`config.mk`:
```
export PLATFORM = sky130hd
export DESIGN_NAME = nand_cmd_ctrl
export DESIGN_NICKNAME = d
export VERILOG_FILES = /design/src/rtl/nand_model_pkg.sv /design/src/rtl/nand_cmd_ctrl.sv
export SDC_FILE = /design/constraint.sdc
export NUM_CORES = 1
export LEC_CHECK = 0
export BUFFER_PORTS_ARGS = -buffer_cell sky130_fd_sc_hd__clkbuf_2
export CAP_MARGIN = 20
export CORE_MARGIN = 1
export CORE_UTILIZATION = 61
export DETAILED_ROUTE_END_ITERATION = 12
export GPL_ROUTABILITY_DRIVEN = 0
export PLACE_DENSITY_LB_ADDON = 0.3
export RECOVER_POWER = 50
export SLEW_MARGIN = 20
export SYNTH_ARGS = -nofsm -noshare
export SYNTH_HDL_FRONTEND = slang
export SYNTH_SLANG_ARGS = --single-unit
```
`constraint.sdc`:
```
create_clock -name clk -period 4.55 [get_ports clk]
set_input_delay 0.2275 -clock clk [delete_from_list [all_inputs] [get_ports clk]]
set_output_delay 0.2275 -clock clk [all_outputs]
set_load 0.005 [all_outputs]
```
`src/rtl/nand_model_pkg.sv`:
```
package nand_model_pkg;

    typedef enum logic [2:0] {
        PH_IDLE,
        PH_RD_SETUP,
        PH_PG_SETUP,
        PH_ER_SETUP,
        PH_RO_SETUP,
        PH_ID_SETUP
    } phase_e;

    typedef enum logic [1:0] {
        OUT_DATA,
        OUT_STATUS,
        OUT_ID
    } outsel_e;

    typedef struct packed {
        logic       cmd;
        logic       addr;
        logic       data;
        logic [7:0] val;
    } bus_cycle_t;

    localparam logic [7:0] OP_RD_SETUP = 8'h00;
    localparam logic [7:0] OP_RD_GO    = 8'h30;
    localparam logic [7:0] OP_PG_SETUP = 8'h80;
    localparam logic [7:0] OP_PG_GO    = 8'h10;
    localparam logic [7:0] OP_RI_SETUP = 8'h85;
    localparam logic [7:0] OP_ER_SETUP = 8'h60;
    localparam logic [7:0] OP_ER_GO    = 8'hD0;
    localparam logic [7:0] OP_RO_SETUP = 8'h05;
    localparam logic [7:0] OP_RO_GO    = 8'hE0;
    localparam logic [7:0] OP_STATUS   = 8'h70;
    localparam logic [7:0] OP_IDENT    = 8'h90;
    localparam logic [7:0] OP_RESET    = 8'hFF;

    function automatic logic [7:0] status_byte(logic writable, logic rdy, logic fail);
        return {writable, rdy, rdy, 4'b0000, fail};
    endfunction

endpackage

```
`src/rtl/nand_cmd_ctrl.sv`:
```
module nand_cmd_ctrl
    import nand_model_pkg::*;
#(
    parameter int          PAGE_BYTES = 2112,
    parameter int          READ_CYC   = 25,
    parameter int          PROG_CYC   = 40,
    parameter int          ERASE_CYC  = 2200,
    parameter int          RST_CYC    = 8,
    parameter logic [7:0]  ID_FIRST   = 8'hA5,
    parameter logic [7:0]  ID_SECOND  = 8'h5A,
    parameter int          CW         = $clog2(PAGE_BYTES)
) (
    input  logic          clk,
    input  logic          rst,
    input  logic          we_rise,
    input  logic          re_fall,
    input  bus_cycle_t    cyc,
    input  logic          wr_prot_n,
    input  logic [7:0]    rd_data,
    output logic [CW-1:0] col,
    output logic          wr_en,
    output logic [CW-1:0] wr_addr,
    output logic [7:0]    wr_data,
    output logic [7:0]    dout,
    output logic          ready
);
    localparam logic [CW-1:0] LAST_COL = CW'(PAGE_BYTES - 1);
    localparam int ERASE_LEN = (ERASE_CYC > PAGE_BYTES) ? ERASE_CYC : PAGE_BYTES;
    localparam int MAX_A     = (READ_CYC > PROG_CYC) ? READ_CYC : PROG_CYC;
    localparam int MAX_B     = (ERASE_LEN > RST_CYC) ? ERASE_LEN : RST_CYC;
    localparam int MAX_BUSY  = (MAX_A > MAX_B) ? MAX_A : MAX_B;
    localparam int BW        = $clog2(MAX_BUSY + 1);

    phase_e        phase;
    outsel_e       out_sel;
    logic [2:0]    addr_cnt;
    logic [2:0]    addr_need;
    logic [BW-1:0] busy_cnt;
    logic          erasing;
    logic [CW-1:0] erase_ptr;
    logic          fail;
    logic [1:0]    id_idx;
    logic          is_cmd, is_addr, is_data, data_ok;
    logic [CW-1:0] col_next;

    always_comb begin
        ready    = (busy_cnt == '0);
        is_cmd   = we_rise & cyc.cmd;
        is_addr  = we_rise & cyc.addr & ready;
        is_data  = we_rise & cyc.data & ready;
        col_next = (col >= LAST_COL) ? col : col + 1'b1;
        data_ok  = is_data && (phase == PH_PG_SETUP) && (addr_cnt >= addr_need) && wr_prot_n;
        wr_en    = erasing | data_ok;
        wr_addr  = erasing ? erase_ptr : col;
        wr_data  = erasing ? 8'hFF : cyc.val;
    end

    always_ff @(posedge clk) begin
        if (rst) begin
            phase     <= PH_RD_SETUP;
            out_sel   <= OUT_DATA;
            col       <= '0;
            addr_cnt  <= '0;
            addr_need <= 3'd5;
            busy_cnt  <= '0;
            erasing   <= 1'b0;
            erase_ptr <= '0;
            fail      <= 1'b0;
            id_idx    <= '0;
            dout      <= '0;
        end else begin
            if (!ready) busy_cnt <= busy_cnt - 1'b1;
            if (erasing) begin
                if (erase_ptr == LAST_COL) erasing <= 1'b0;
                else erase_ptr <= erase_ptr + 1'b1;
            end

            if (is_cmd) begin
                if (cyc.val == OP_RESET) begin
                    busy_cnt  <= BW'(RST_CYC);
                    erasing   <= 1'b0;
                    phase     <= PH_RD_SETUP;
                    out_sel   <= OUT_DATA;
                    addr_cnt  <= '0;
                    addr_need <= 3'd5;
                end else if (cyc.val == OP_STATUS) begin
                    out_sel <= OUT_STATUS;
                end else if (ready) begin
                    case (cyc.val)
                        OP_RD_SETUP: begin
                            phase <= PH_RD_SETUP; addr_cnt <= '0; addr_need <= 3'd5;
                            out_sel <= OUT_DATA;
                        end
                        OP_RD_GO: if (phase == PH_RD_SETUP) begin
                            busy_cnt <= BW'(READ_CYC); phase <= PH_IDLE; out_sel <= OUT_DATA;
                        end
                        OP_PG_SETUP: begin
                            phase <= PH_PG_SETUP; addr_cnt <= '0; addr_need <= 3'd5;
                        end
                        OP_RI_SETUP: if (phase == PH_PG_SETUP) begin
                            addr_cnt <= '0; addr_need <= 3'd2;
                        end
                        OP_PG_GO: if (phase == PH_PG_SETUP) begin
                            phase <= PH_IDLE;
                            if (!wr_prot_n) fail <= 1'b1;
                            else begin fail <= 1'b0; busy_cnt <= BW'(PROG_CYC); end
                        end
                        OP_ER_SETUP: begin
                            phase <= PH_ER_SETUP; addr_cnt <= '0; addr_need <= 3'd3;
                        end
                        OP_ER_GO: if (phase == PH_ER_SETUP) begin
                            phase <= PH_IDLE;
                            if (!wr_prot_n) fail <= 1'b1;
                            else begin
                                fail <= 1'b0; busy_cnt <= BW'(ERASE_LEN);
                                erasing <= 1'b1; erase_ptr <= '0;
                            end
                        end
                        OP_RO_SETUP: begin
                            phase <= PH_RO_SETUP; addr_cnt <= '0; addr_need <= 3'd2;
                        end
                        OP_RO_GO: if (phase == PH_RO_SETUP) begin
                            phase <= PH_IDLE; out_sel <= OUT_DATA;
                        end
                        OP_IDENT: begin
                            phase <= PH_ID_SETUP; addr_cnt <= '0; addr_need <= 3'd1;
                            out_sel <= OUT_ID; id_idx <= '0;
                        end
                        default: ;
                    endcase
                end
            end

            if (is_addr && (addr_cnt < addr_need)) begin
                addr_cnt <= addr_cnt + 1'b1;
                if (phase != PH_ER_SETUP && phase != PH_ID_SETUP) begin
                    if (addr_cnt == 3'd0) col[7:0] <= cyc.val;
                    else if (addr_cnt == 3'd1) col[CW-1:8] <= cyc.val[CW-9:0];
                end
            end

            if (data_ok) col <= col_next;

            if (re_fall) begin
                case (out_sel)
                    OUT_STATUS: dout <= status_byte(wr_prot_n, ready, fail);
                    OUT_ID: begin
                        dout <= (id_idx == 2'd0) ? ID_FIRST :
                                (id_idx == 2'd1) ? ID_SECOND : 8'h00;
                        if (id_idx != 2'd2) id_idx <= id_idx + 1'b1;
                    end
                    default: if (ready) begin
                        dout <= rd_data;
                        col  <= col_next;
                    end
                endcase
            end
        end
    end
endmodule

```
==> metrics.txt <==
# TYPE chip_impl_metric gauge
chip_impl_metric{name="layout_setup_ws",unit="ns"} 1.10
chip_impl_metric{name="final.setup.tns",unit="ns"} 0
chip_impl_metric{name="core_area",unit="um^2"} 6060
chip_impl_metric{name="synth_sequential_area_ratio",unit="%"} 30.0
chip_impl_metric{name="static-leakage-power",unit="nW"} 1.70
chip_impl_metric{name="final_max_slew_violation_count",unit=""} 0
chip_impl_metric{name="grt_usage",unit="%"} 31.7
chip_impl_metric{name="synth-seq-cells",unit=""} 59
chip_impl_metric{name="final_setup_violation_count",unit=""} 0
chip_impl_metric{name="fmaxAchievable",unit="MHz"} 290
chip_impl_metric{name="cts_buffers",unit=""} 9
chip_impl_metric{name="worst_rel_slew_slack",unit="%"} 39.9
chip_impl_metric{name="max_cap_violations",unit=""} 0
chip_impl_metric{name="htreeDepth",unit=""} 3
chip_impl_metric{name="clock_path_buffers",unit=""} 2
chip_impl_metric{name="synth_fp_nets",unit=""} 546
chip_impl_metric{name="n_antenna_cell",unit=""} 0
chip_impl_info{name="reg2reg_from",value="busy_cnt[0]"} 1
chip_impl_metric{name="worst_clock_skew",unit="ns"} 0.00683
chip_impl_metric{name="drc",unit=""} 0
chip_impl_info{name="synth_top_family_by_area",value="simple AND/OR/NAND/NOR gates"} 1
chip_impl_metric{name="synth_xor_xnor_area_share",unit="%"} 4.90
chip_impl_metric{name="synthSimpleGateAreaFrac",unit="%"} 32.2
chip_impl_info{name="timing.critical_path.to_type",value="output port"} 1
chip_impl_metric{name="finalCritPeriodShare",unit="%"} 75.8
chip_impl_info{name="hold_path_class",value="in2reg"} 1
chip_impl_metric{name="share_of_flip_flops_with_an_asynchronous_set_or_reset",unit="%"} 0
chip_impl_metric{name="ys_types",unit=""} 66
chip_impl_metric{name="antenna_left",unit=""} 0
chip_impl_metric{name="timing_worst_slew_pin_value",unit="ns"} 0.901
chip_impl_metric{name="net_total_in_the_final_layout",unit=""} 597
chip_impl_info{name="status",value="completed"} 1
chip_impl_info{name="cts_tree",value="done"} 1
chip_impl_metric{name="minimum_setup_slack_after_placement",unit="ns"} 1.95
chip_impl_metric{name="netlist.area_leader.share",unit="%"} 30.0
chip_impl_info{name="clockRootBuffer",value="sky130_fd_sc_hd__clkbuf_8"} 1
chip_impl_metric{name="multiplexer_share_of_the_synthesized_area",unit="%"} 4.17
chip_impl_metric{name="cts_hold_repair.buffers",unit=""} 0
chip_impl_info{name="endpoint_of_the_lowest_slack_register_to_register_path",value="dout[5]"} 1
chip_impl_metric{name="detail_route.wirelength",unit="um"} 10300
chip_impl_metric{name="drt_first_iter_violations",unit=""} 340
chip_impl_info{name="netlist.top_cell.by_area",value="sky130_fd_sc_hd__dfxtp_1"} 1
chip_impl_metric{name="clkSinkCount",unit=""} 59
chip_impl_metric{name="clk-insertion-delay-late",unit="ns"} 0.35
chip_impl_metric{name="standard_cell_row_count",unit=""} 28
chip_impl_metric{name="floorplan.io_pins",unit=""} 66
chip_impl_metric{name="starting_density_of_the_core",unit="%"} 64.9
chip_impl_metric{name="r2r.worst_path.cells",unit=""} 9
chip_impl_metric{name="critPathArrivalTime",unit="ns"} 3.22
chip_impl_info{name="timing.critical_path.from_type",value="register"} 1
chip_impl_info{name="grt_setup_unrepaired",value="false"} 1
chip_impl_metric{name="die_w",unit="um"} 82.3
chip_impl_metric{name="drt-pass1-iter-count",unit=""} 5
chip_impl_metric{name="synthToLayoutAreaGrowth",unit="%"} 12.5
chip_impl_metric{name="synthesis.area_per_instance",unit="um^2"} 7.72
chip_impl_metric{name="powerDensity",unit="nW/um^2"} 364
chip_impl_metric{name="yosysWarningCount",unit=""} 0
chip_impl_metric{name="crit_path_max_fanout",unit=""} 21
chip_impl_metric{name="routed_via_density",unit=""} 6.38
chip_impl_info{name="netlist_top_cells_area",value="sky130_fd_sc_hd__dfxtp_1 30%, sky130_fd_sc_hd__nor2_1 5.2%, sky130_fd_sc_hd__a21oi_1 4.7%, sky130_fd_sc_hd__nand2_1 4.2%, sky130_fd_sc_hd__ha_1 3.8%"} 1
chip_impl_metric{name="grt_pass1_vias",unit=""} 3432
chip_impl_metric{name="overflow",unit=""} 0
chip_impl_metric{name="regToRegSetupSlack",unit="ns"} 1.16
chip_impl_info{name="timing.hold.worst_endpoint",value="dout[4]"} 1
chip_impl_metric{name="post_cts_buffers",unit=""} 0
chip_impl_metric{name="chipHeight",unit="um"} 82.3
chip_impl_metric{name="maximum_number_of_pins_on_one_net_before_global_route_repair",unit=""} 42
chip_impl_metric{name="worst_ir_drop_vdd",unit="mV"} 0.266
chip_impl_info{name="worst-setup-path-type",value="reg2out"} 1
chip_impl_metric{name="hold_path_depth",unit=""} 3
chip_impl_metric{name="drt-wirelength-per-cell",unit="um"} 16.0
chip_impl_metric{name="synthesis.area",unit="um^2"} 3940
chip_impl_metric{name="drive_above_1_share",unit="%"} 18.4
chip_impl_metric{name="dp_hpwl",unit="um"} 7300
chip_impl_metric{name="layout.filler_cells",unit=""} 474
chip_impl_metric{name="synth_edf_count",unit=""} 0
chip_impl_info{name="dominantRegCellSynth",value="sky130_fd_sc_hd__dfxtp_1"} 1
chip_impl_metric{name="timing_hold_violations_final",unit=""} 0
chip_impl_metric{name="postSynthCellCount",unit=""} 510
chip_impl_metric{name="yosys.area_share.adder",unit="%"} 3.82
chip_impl_metric{name="grt_pass1_wl",unit="um"} 16300
chip_impl_metric{name="num_vias",unit=""} 4090
chip_impl_metric{name="die_area",unit="um^2"} 6780
chip_impl_metric{name="worst_ep_required_time",unit="ns"} 4.32
chip_impl_metric{name="synth-compound-area-share",unit="%"} 20.0
chip_impl_metric{name="period_minus_slack",unit="ns"} 3.45
chip_impl_info{name="hold_start",value="rd_data[4]"} 1
chip_impl_metric{name="buffer_ports.inserted",unit=""} 65
chip_impl_metric{name="cts_repair_resize_count",unit=""} 0
chip_impl_metric{name="antenna_found_initial",unit=""} 0
chip_impl_metric{name="clkTransAtPathRegs",unit="ns"} 0.08
[worst max path at each step]
| stage | cells after the start | start | endpoint | slack [ns] |
|---|---|---|---|---|
| 2_1_floorplan | 10 | addr_cnt[0] | col[3] | 2.45 |
| 3_3_place_gp | 9 | busy_cnt[0] | dout[5] | 2.03 |
| 3_5_place_dp | 9 | busy_cnt[0] | dout[5] | 1.95 |
| 4_1_cts | 8 | busy_cnt[0] | wr_en | 1.84 |
| 5_1_grt | 8 | busy_cnt[0] | wr_en | 0.88 |
| 6_report | 8 | busy_cnt[0] | wr_en | 1.10 |
[metal layers]
metal	global-route usage, %	wire [um]	up-vias	part of all wire, %
li1	-	-	1951	-
met1	45.2	4640	1864	45
met2	46.0	4430	239	43
met3	7.91	974	36	9.5
met4	10.7	229	0	2.2
met5	0	0	-	0
[registers in the layout (all words and copies together), names as in the netlist]
name       cells
erase_ptr     12
id_idx         2
fail           1
erasing        1
busy_cnt      12
addr_need      3
out_sel        2
col           12
addr_cnt       3
dout           8
phase          3
[cells in the mapped netlist, types with 2 or more instances]
cell,instances
sky130_fd_sc_hd__a2111oi_0,3
sky130_fd_sc_hd__a211oi_1,13
sky130_fd_sc_hd__a21o_1,2
sky130_fd_sc_hd__a21oi_1,37
sky130_fd_sc_hd__a22oi_1,2
sky130_fd_sc_hd__a2bb2oi_1,2
sky130_fd_sc_hd__a311oi_1,4
sky130_fd_sc_hd__a31oi_1,7
sky130_fd_sc_hd__and2_1,5
sky130_fd_sc_hd__and3_1,13
sky130_fd_sc_hd__buf_2,5
sky130_fd_sc_hd__clkbuf_1,21
sky130_fd_sc_hd__dfxtp_1,59
sky130_fd_sc_hd__ha_1,12
sky130_fd_sc_hd__inv_1,19
sky130_fd_sc_hd__mux2_2,11
sky130_fd_sc_hd__mux2i_1,4
sky130_fd_sc_hd__nand2_1,44
sky130_fd_sc_hd__nand2b_1,10
sky130_fd_sc_hd__nand3_1,29
sky130_fd_sc_hd__nand3b_1,4
sky130_fd_sc_hd__nand4_1,10
sky130_fd_sc_hd__nand4b_1,2
sky130_fd_sc_hd__nor2_1,55
sky130_fd_sc_hd__nor2b_1,8
sky130_fd_sc_hd__nor3_1,14
sky130_fd_sc_hd__nor3_2,2
sky130_fd_sc_hd__nor3b_1,4
sky130_fd_sc_hd__nor4_1,6
sky130_fd_sc_hd__nor4_2,2
sky130_fd_sc_hd__o2111ai_1,2
sky130_fd_sc_hd__o211a_1,2
sky130_fd_sc_hd__o211ai_1,7
sky130_fd_sc_hd__o21ai_0,17
sky130_fd_sc_hd__o31a_1,2
sky130_fd_sc_hd__or2_2,11
sky130_fd_sc_hd__or3_1,10
sky130_fd_sc_hd__or4_1,2
sky130_fd_sc_hd__xnor2_1,10
sky130_fd_sc_hd__xor2_1,12
[through the flow]
step           utilization, %  hold slack (ns)  instance area [um^2]  total power [W]  instances
2_1_floorplan               -            0.384                  3940         0.000991        510
3_3_place_gp             70.2            0.446                  4250          0.00111        625
3_5_place_dp             70.2            0.453                  4250          0.00113        625
4_1_cts                  73.5            0.204                  4460          0.00162        641
5_1_grt                  73.0            0.206                  4430          0.00170        641
6_report                 73.0            0.207                  4430          0.00161        641
[final cells by class]
type | count | area [um^2] | area share (%)
multi-input combinational | 404 | 2550 | 57.7
clock buffer | 9 | 124 | 2.80
inverter | 20 | 75.1 | 1.70
sequential | 59 | 1180 | 26.7
tap | 75 | 93.8 | 2.12
timing repair buffer | 67 | 322 | 7.27
clock inverter | 7 | 77.6 | 1.75
[where the power goes]
part	leakage (nW)	internal [W]	switching (W)	total (W)
Sequential	0.478	0.000582	0.0000583	0.000640
Combinational	1.12	0.000197	0.000275	0.000471
Clock	0.0998	0.000256	0.000245	0.000502
Total	1.70	0.00103	0.000579	0.00161
[worst max-delay path, stage by stage, from the launching register on]
cell and delay (ns):
sky130_fd_sc_hd__dfxtp_1 0.38, sky130_fd_sc_hd__inv_1 0.09, sky130_fd_sc_hd__ha_1 0.19, sky130_fd_sc_hd__nor2b_1 0.12
sky130_fd_sc_hd__nand4_1 0.09, sky130_fd_sc_hd__clkbuf_1 0.67, sky130_fd_sc_hd__clkinv_1 0.79, sky130_fd_sc_hd__a31o_2 0.42
sky130_fd_sc_hd__clkbuf_2 0.11
[cells by family (layout without fill, tap and decap cells)]
kind of cell | after synthesis | in the layout
compound gates | 115 | 115
xor+xnor | 22 | 22
fa+ha+maj | 12 | 12
buf+inv | 47 | 103
flops | 59 | 59
mux | 15 | 15
simple gates | 240 | 240
[placed cells by master, fill, tap and decap left out, drive strengths merged, types with 2 or more instances in the layout]
master | netlist | final
or2 | 12 | 12
and2 | 6 | 6
a21o | 3 | 3
nand3b | 4 | 4
and3 | 13 | 13
a31oi | 7 | 7
o211a | 2 | 2
a211oi | 13 | 13
a22oi | 2 | 2
ha | 12 | 12
nor2 | 55 | 55
nand4b | 2 | 2
or3 | 10 | 10
a311oi | 4 | 4
xor2 | 12 | 12
nand2b | 10 | 10
o2111ai | 3 | 3
nor3b | 4 | 4
nand2 | 44 | 44
or4 | 2 | 2
a21oi | 37 | 37
a2111oi | 3 | 3
nand3 | 29 | 29
nor4 | 8 | 8
nor3 | 16 | 16
o31a | 2 | 2
clkinv | 1 | 5
a2bb2oi | 2 | 2
o21ai | 17 | 17
nand4 | 11 | 11
dfxtp | 59 | 59
clkbuf | 21 | 75
mux2 | 11 | 11
xnor2 | 10 | 10
inv | 19 | 20
o211ai | 7 | 7
mux2i | 4 | 4
nor2b | 8 | 8
No activity file was read; power rests on OpenSTA's default activity.
